<file path="config.mk">
export PLATFORM = sky130hd
export DESIGN_NAME = fp_unpack
export DESIGN_NICKNAME = d
export VERILOG_FILES = /design/src/rtl/fpu_unpack_pkg.sv /design/src/rtl/fpu_unpack_field.sv /design/src/rtl/fpu_unpack_lzc.sv /design/src/rtl/fpu_unpack_core.sv /design/src/rtl/fp_unpack.sv
export SDC_FILE = /design/constraint.sdc
export NUM_CORES = 1
export LEC_CHECK = 0
export BUFFER_PORTS_ARGS = -buffer_cell sky130_fd_sc_hd__buf_2
export CORE_UTILIZATION = 45
export DETAILED_ROUTE_END_ITERATION = 10
export GPL_ROUTABILITY_DRIVEN = 1
export GPL_TIMING_DRIVEN = 0
export PLACE_DENSITY = 0.71
export SLEW_MARGIN = 25
export SYNTH_ARGS = -nofsm -noshare
export SYNTH_HDL_FRONTEND = slang
export SYNTH_HIERARCHICAL = 1
export SYNTH_SLANG_ARGS = --single-unit
</file>
<file path="constraint.sdc">
create_clock -name clk -period 15.7 [get_ports clk]
set_input_delay 0.785 -clock clk [delete_from_list [all_inputs] [get_ports clk]]
set_output_delay 0.785 -clock clk [all_outputs]
set_load 0.02 [all_outputs]
</file>
<file path="src/rtl/fpu_unpack_pkg.sv">
package fpu_unpack_pkg;
  localparam int MANT_W     = 128;
  localparam int LEAD_POS   = 114;
  localparam int EXP_W      = 16;
  localparam int DATA_W     = 64;
  localparam int SGL_FRAC_W = 23;
  localparam int SGL_EXP_W  = 8;
  localparam int SGL_BIAS   = 127;
  localparam int DBL_FRAC_W = 52;
  localparam int DBL_EXP_W  = 11;
  localparam int DBL_BIAS   = 1023;
  localparam int WFRAC_W    = DBL_FRAC_W;
  localparam int WEXP_W     = DBL_EXP_W;
  localparam int LZ_W       = $clog2(WFRAC_W);

  typedef logic [2:0] cls_t;
  localparam cls_t CLS_SNAN = 3'b110;
  localparam cls_t CLS_QNAN = 3'b111;
  localparam cls_t CLS_ZERO = 3'b000;
  localparam cls_t CLS_NUM  = 3'b001;
  localparam cls_t CLS_INF  = 3'b010;
endpackage

</file>
<file path="src/rtl/fpu_unpack_field.sv">
module fpu_unpack_field
  import fpu_unpack_pkg::*;
(
  input  logic                     fmt,
  input  logic [DATA_W-1:0]        data,
  output logic                     sign,
  output logic [WEXP_W-1:0]        bexp,
  output logic [WFRAC_W-1:0]       frac,
  output logic                     exp_zero,
  output logic                     exp_max,
  output logic signed [EXP_W-1:0]  bias
);
  localparam int SGL_SIGN = SGL_FRAC_W + SGL_EXP_W;
  localparam int DBL_SIGN = DBL_FRAC_W + DBL_EXP_W;
  localparam int PAD_W    = WFRAC_W - SGL_FRAC_W;

  always_comb begin
    if (fmt) begin
      sign    = data[DBL_SIGN];
      bexp    = data[DBL_SIGN-1:DBL_FRAC_W];
      frac    = data[DBL_FRAC_W-1:0];
      exp_max = &data[DBL_SIGN-1:DBL_FRAC_W];
      bias    = EXP_W'(DBL_BIAS);
    end else begin
      sign    = data[SGL_SIGN];
      bexp    = WEXP_W'(data[SGL_SIGN-1:SGL_FRAC_W]);
      frac    = {data[SGL_FRAC_W-1:0], {PAD_W{1'b0}}};
      exp_max = &data[SGL_SIGN-1:SGL_FRAC_W];
      bias    = EXP_W'(SGL_BIAS);
    end
    exp_zero = (bexp == '0);
  end
endmodule

</file>
<file path="src/rtl/fpu_unpack_lzc.sv">
module fpu_unpack_lzc #(
  parameter int W   = 52,
  parameter int C_W = $clog2(W)
) (
  input  logic [W-1:0]   vec,
  output logic [C_W-1:0] cnt
);
  always_comb begin
    cnt = '0;
    for (int i = 0; i < W; i++) begin
      if (vec[i]) cnt = C_W'(W - 1 - i);
    end
  end
endmodule

</file>
<file path="src/rtl/fpu_unpack_core.sv">
module fpu_unpack_core
  import fpu_unpack_pkg::*;
(
  input  logic [WEXP_W-1:0]        bexp,
  input  logic [WFRAC_W-1:0]       frac,
  input  logic                     exp_zero,
  input  logic                     exp_max,
  input  logic signed [EXP_W-1:0]  bias,
  input  logic [LZ_W-1:0]          lz,
  output cls_t                     cls,
  output logic signed [EXP_W-1:0]  uexp,
  output logic [MANT_W-1:0]        mant
);
  localparam int TOP_W = MANT_W - LEAD_POS - 1;
  localparam int LOW_W = LEAD_POS - WFRAC_W;

  logic                 frac_nz;
  logic [WFRAC_W-1:0]   shifted;
  logic [WFRAC_W-1:0]   sub_frac;

  assign frac_nz  = |frac;
  assign shifted  = frac << lz;
  assign sub_frac = {shifted[WFRAC_W-2:0], 1'b0};

  always_comb begin
    cls  = CLS_ZERO;
    uexp = '0;
    mant = '0;
    if (exp_max) begin
      if (frac_nz) begin
        cls  = frac[WFRAC_W-1] ? CLS_QNAN : CLS_SNAN;
        mant = {{TOP_W{1'b0}}, 1'b1, frac, {LOW_W{1'b0}}};
      end else begin
        cls = CLS_INF;
      end
    end else if (exp_zero) begin
      if (frac_nz) begin
        cls  = CLS_NUM;
        uexp = -bias - $signed(EXP_W'(lz));
        mant = {{TOP_W{1'b0}}, 1'b1, sub_frac, {LOW_W{1'b0}}};
      end
    end else begin
      cls  = CLS_NUM;
      uexp = $signed(EXP_W'(bexp)) - bias;
      mant = {{TOP_W{1'b0}}, 1'b1, frac, {LOW_W{1'b0}}};
    end
  end
endmodule

</file>
<file path="src/rtl/fp_unpack.sv">
module fp_unpack
  import fpu_unpack_pkg::*;
(
  input  logic                     clk,
  input  logic                     rst_n,
  input  logic                     in_valid,
  output logic                     in_ready,
  input  logic                     in_fmt,
  input  logic [DATA_W-1:0]        in_data,
  output logic                     out_valid,
  input  logic                     out_ready,
  output logic [2:0]               out_class,
  output logic                     out_sign,
  output logic signed [EXP_W-1:0]  out_exp,
  output logic [MANT_W-1:0]        out_mant,
  output logic                     out_sticky
);
  logic                     f_sign, f_zero, f_max;
  logic [WEXP_W-1:0]        f_bexp;
  logic [WFRAC_W-1:0]       f_frac;
  logic signed [EXP_W-1:0]  f_bias;
  logic [LZ_W-1:0]          f_lz;
  cls_t                     c_cls;
  logic signed [EXP_W-1:0]  c_exp;
  logic [MANT_W-1:0]        c_mant;

  fpu_unpack_field u_field (
    .fmt(in_fmt), .data(in_data), .sign(f_sign), .bexp(f_bexp),
    .frac(f_frac), .exp_zero(f_zero), .exp_max(f_max), .bias(f_bias)
  );

  fpu_unpack_lzc #(.W(WFRAC_W), .C_W(LZ_W)) u_lzc (
    .vec(f_frac), .cnt(f_lz)
  );

  fpu_unpack_core u_core (
    .bexp(f_bexp), .frac(f_frac), .exp_zero(f_zero), .exp_max(f_max),
    .bias(f_bias), .lz(f_lz), .cls(c_cls), .uexp(c_exp), .mant(c_mant)
  );

  assign in_ready = !out_valid || out_ready;

  always_ff @(posedge clk) begin
    if (!rst_n) begin
      out_valid  <= 1'b0;
      out_class  <= CLS_ZERO;
      out_sign   <= 1'b0;
      out_exp    <= '0;
      out_mant   <= '0;
      out_sticky <= 1'b0;
    end else if (in_ready) begin
      out_valid <= in_valid;
      if (in_valid) begin
        out_class  <= c_cls;
        out_sign   <= f_sign;
        out_exp    <= c_exp;
        out_mant   <= c_mant;
        out_sticky <= 1'b0;
      end
    end
  end
endmodule

</file>
# After elaboration in Yosys (flattened, before gate mapping)
# Index checks and enable logic that the tools add are counted.
# Widths: inputs -> output; s select.
op_classes:
  add_sub_neg: 3
  shifts: 1
  muxes: 69
  n_reduce_logical: 7
ops:
  columns: ["operator", "count"]
  rows:
  - ["$mux 115", 3]
  - ["$mux 6", 52]
  - ["$mux 128", 1]
  - ["$mux 52", 1]
  - ["$reduce_or 52->1", 1]
  - ["$shl 52x6->51", 1]
  - ["$mux 16", 3]
  - ["$neg 10->16", 1]
  - ["$sub 16x7->16", 1]
  - ["$sub 11x10->12", 1]
  - ["$logic_not 11->1", 1]
  - ["$mux 11", 1]
  - ["$reduce_and 11->1", 1]
  - ["$mux 10", 1]
  - ["$reduce_and 8->1", 1]
  - ["$mux 3", 2]
  - ["$mux 1", 5]
  - ["$reduce_and 2->1", 1]
  - ["$logic_not 1->1", 1]
  - ["$logic_or 1x1->1", 1]
totals:
  register_bits: 149
  inputBits: 69
  output_inout_bits: 151
  elab_cells: 85

# Longest topological paths before layout
logic_depth:
  ltp_word: 57
  mapped_depth: 24
  depth_no_buf: 19

# Hierarchy
# Netlist, hierarchy kept.
by_module_without_submodules:
  columns: ["module", "n_inst", "cells_each", "area_per_inst_um2"]
  rows:
  - ["fp_unpack", 1, 649, 5926.9]
  - ["fpu_unpack_core", 1, 750, 5481.5]
  - ["fpu_unpack_field", 1, 109, 858.3]
  - ["fpu_unpack_lzc", 1, 116, 633.1]

# Least setup slack after synthesis
# OpenSTA, ideal clock, no wires.
synth_timing:
  path_kind: "input port to flip-flop"
  start: "in in_fmt"
  end: "reg out_exp[15]"
  setup_ns: 0.072
  t_arrival_ns: 5.389
  t_required_ns: 15.628
  setup_slack_ns: 10.239
  cell_stages: 24
  path_buffers: 6
  path_cell_list: "buf_6 > buf_8 > clkbuf_1 > and2_1 > or4_1 > o21ai_1 > nand3_1 > a311o_1 > a21oi_1 > clkbuf_1 > inv_1 > clkbuf_1 > clkbuf_1 > ha_1 > fa_1 > a211oi_1 > o21ai_0 > a31oi_1 > a221oi_1 > a221oi_1 > xnor2_1 > o22ai_1 > nand2_1 > mux2i_1"
synth_via:
  word_cells_on_any_way: 64
  cone_classes: "3 x add/sub; 59 x mux; 2 x reduce/logical"
synth_rtl:
  columns: ["element", "line_no", "rtl"]
  rows:
  - ["from (decl)", "fp_unpack.sv:8", "input logic in_fmt,"]
  - ["$mux 52", "fpu_unpack_field.sv:18", "if (fmt) begin"]
  - ["named net f_frac[10]", "fp_unpack.sv:20", "logic [WFRAC_W-1:0] f_frac;"]
  - ["$mux 6 (42 in a row)", "fpu_unpack_lzc.sv:11", "if (vec[i]) cnt = C_W'(W - 1 - i);"]
  - ["named net f_lz[2]", "fp_unpack.sv:22", "logic [LZ_W-1:0] f_lz;"]
  - ["$sub 16x7->16", "fpu_unpack_core.sv:39", "uexp = -bias - $signed(EXP_W'(lz));"]
  - ["$mux 16", "fpu_unpack_core.sv:37", "if (frac_nz) begin"]
  - ["$mux 16", "fpu_unpack_core.sv:36", "end else if (exp_zero) begin"]
  - ["$mux 16", "fpu_unpack_core.sv:29", "if (exp_max) begin"]
  - ["named net c_exp[15]", "fp_unpack.sv:24", "logic signed [EXP_W-1:0] c_exp;"]
  - ["to (signal assigned)", "fp_unpack.sv:56", "out_exp <= c_exp;"]
  - ["to (decl)", "fp_unpack.sv:14", "output logic signed [EXP_W-1:0] out_exp,"]
# The timed path passes the listed nets, and every way through them passes these cells.
# A chain may end at the register's enable or synchronous reset.

# Worst setup path after layout
# Same ends and word-level chain as after synthesis.

==> metrics.md <==
| Metric | Value |
|---|---|
| Yosys warns | 6 |
| Dpl ws | ~8.6 ns |
| Post-synth EDFFs | 0 |
| Worst slew pin tran | 1.085 ns |
| Met1 wire length | 19.11 mm |
| Non-filler cells, final | 2336 |
| Clock Tree Root | clkbuf_16 |
| RSZ-0062 raised after global routing | no |
| Drt first-iter violations | 1378 |
| Worst Hold Class | reg2reg |
| Max-slew violation count | 0 |
| CTS clk-pin slew, worst paths | 0.07 ns |
| Worst setup EP type | flop |
| Fmax | 144.9 MHz |
| R2r worst-path depth | 6 |
| Crit share post-route | approximately 44% |
| Post-synth cell types | just over 70 |
| DR top layer | met4 |
| Pwr per Cell Area | 83.25 nW/µm² |
| Fillers | 2752 |
| Met2 WL | 22.03 mm |
| Port buffer count | 216 |
| Arrival time at the worst endpoint | between 7 and 8 ns |
| Dpl cells | 2303 |
| R2R setup slack | ~14 ns |
| Die Y | 171.3 µm |
| Max Cap Viol | 0 |
| Most common cell on crit path | clkbuf_1 |
| Top post-synthesis cells by area | dfxtp_1 23%, mux2i_1 14%, nand2_1 12% |
| Die footprint | between 20000 and 30000 µm² |
| IO Count | 220 |
| Routability cong. | 1.077 |
| Final WL | 48.71 mm |
| Slowest-stage cell, CP | or4_1 |
| CP Cell Sequence | buf_6 -> buf_8 -> clkbuf_1 -> and2_1 -> or4_1 -> o21ai_1 -> nand3_1 -> a311o_1 -> a21oi_1 -> clkbuf_1 -> inv_1 -> clkbuf_1 -> clkbuf_1 -> ha_1 -> fa_1 -> a211oi_1 -> o21ai_0 -> a31oi_1 -> a221oi_1 -> a221oi_1 -> xnor2_1 -> o22ai_1 -> nand2_1 -> mux2i_1 |
| Synth async-reset ratio | 0% |
| Post_cts resized | 0 |
| Die Width | 171.3 µm |
| Final #Nets | approximately 2000 |
| CTS Sinks | 149 |
| Status | completed |
| Setup TNS | 0 ns |
| Hold Crit Depth | 2 |
| Initial core utilization | a little under half |
| Post CTS Setup Buffer Count | 0 |
| Hold Violations, Final | 0 |
| Maximum fanout along the worst path | 11 |
| Core area | 28010 µm² |
| Cell with the most instances after synthesis | nand2_1 |
| # setup viols final | 0 |
| Gr usage total | 33.20% |
| Worst Path Required | ~16 ns |
| Share of layout cells above drive strength 1 | 24.68% |
| Worst Clk Skew | just under 0.009 ns |
| Top cell type's share of synthesized area | a little under a quarter |
| Clock latency on the worst-skew pair | 0.43 ns |
| Post-CTS Hold Fix Bufs | 0 |
| Vias in the first global route | 12863 |
| Post-DP HPWL | between 30 and 40 mm |
| Final worst slack | 8.799 ns |
| Routed via count | 13421 |
| Period minus WS final | 6.901 ns |
| Row count | 61 |
| DR WL/cell | 20.85 µm |
| Setup crit start kind | primary input |
| Hold Path End | out_mant[62]$_SDFFE_PN0P_ |
| Drc violations | 0 |
| Cts bufs inserted | 17 |
| DR pass1 iterations | 7 |
| GRT overflow | 0 |
| Routed vias/inst | 5.745 |
| Htree depth | 4 |
| Initial antenna violation count | 1 |
| Seq/Total Area, Yosys | around 23% |
| Hold path startpoint | out_mant[62]$_SDFFE_PN0P_ |
| Post-Syn Instances | 1624 |
| Layout area overhead | 19.07% |
| Synth Register Bits | 149 |
| Pleak | 0.007149 µW |
| Syn Area/Cell | 7.943 µm² |
| CTS tree | built |
| Post-synth top cells | 409 x nand2_1, 182 x mux2i_1, 149 x dfxtp_1 |
| Largest net degree at the start of global routing | 17 |
| Dominant cell type by area after synthesis | dfxtp_1 |
| Met3 wire len | 5.296 mm |
| Synth Flop Type | dfxtp_1 |
| Cell Area, Synth | 12900 µm² |
| Total power | 1279 µW |
| Slew HR | 27.19% |
| ANT nets after route | 0 |
| Maximum vdd ir drop | 0.05987 mV |
| RR Startpoint | out_valid$_SDFFE_PN0P_ |
| Reg2reg end | out_mant[108]$_SDFFE_PN0P_ |
| Max incr delay on CP | 0.55 ns |
| Crit Path Class | in2reg |
| Clock tree buffer depth | 2 |
| First-pass GRT wire length | 73.65 mm |
per-layer routing:
metal	vias to the layer above	track usage (%)
li1	6168	-
met3	178	9.641
met4	0	16.07
met2	835	53.62
met5	-	0
met1	6240	40.36
how the worst max path moves through the flow:
stage,cells after the start,endpoint,startpoint,slack [ns]
global route,24,out_exp[15]$_SDFFE_PN0P_,in_fmt,8.62
global placement,24,out_exp[15]$_SDFFE_PN0P_,in_fmt,8.55
floorplan,24,out_exp[15]$_SDFFE_PN0P_,in_fmt,10.24
finish,24,out_exp[15]$_SDFFE_PN0P_,in_fmt,8.80
CTS,24,out_exp[15]$_SDFFE_PN0P_,in_fmt,9.04
detailed placement,24,out_exp[15]$_SDFFE_PN0P_,in_fmt,8.61
state kept, by name, indices dropped and copies added (netlist names):
name / flops
out_mant: 128
out_sign: 1
out_class: 3
out_valid: 1
out_exp: 16
per-stage QoR:
stage	util [%]	instance area (µm²)	hold slack (ns)
2_1_floorplan	-	13220	0.5317
3_3_place_gp	52.74	14770	0.4390
3_5_place_dp	52.76	14780	0.4445
4_1_cts	54.83	15360	0.4545
5_1_grt	54.83	15360	0.4716
6_report	54.84	15360	0.4532
layout make-up:
class | count | area (µm²) | share of cell area [%]
Timing Repair Buffer | 216 | 1081 | 7.038
Sequential cell | 149 | 2983 | 19.42
Multi-Input combinational cell | 1318 | 8806 | 57.33
Antenna cell | 1 | 2.502 | 0.01629
Clock buffer | 20 | 436.7 | 2.843
Buffer | 200 | 1279 | 8.325
Tap cell | 378 | 473.0 | 3.079
Inverter | 42 | 157.7 | 1.026
Clock inverter | 12 | 141.4 | 0.9205
power breakdown:
group	internal, µW	total (µW)	switching [µW]
combinational	168	435	267
sequential	404	416	12.8
clock	238	427	189
total	809	1280	469
logic make-up after synthesis:
group           after synthesis  share of synthesized area [%]
fa+ha+maj                    36                          3.608
mux                         268                          25.38
xor+xnor                     23                          1.562
simple gates                649                          21.98
buf+inv                     242                          11.13
compound gates              253                          13.09
other cells                   4                         0.1164
flops                       149                          23.12
cells in the final DEF, fill, tap and decap left out, drive strengths merged, types with 15 or more instances in the layout:
cell and count:
a21oi 57, conb 89, ha 34, nor2 90, clkbuf 78, dfxtp 149, and2 38, nand2 410
mux2i 182, o22ai 15, inv 48, nor4 26, nor3 22, a22o 19, o21ai 57, mux2 43
xnor2 16, mux4 43, buf 358
critical path: cells and delay by family:
| family | cells | cell delay (ns) |
|---|---|---|
| AOI/OAI and AO/OA | 9 | 2.09 |
| buffers and inverters | 7 | 2.05 |
| and+or+nand+nor | 4 | 1.14 |
| adders and majority gates | 2 | 0.92 |
| muxes | 1 | 0.13 |
| xor gates and xnor gates | 1 | 0.12 |
No activity file was read; power rests on OpenSTA's default activity.
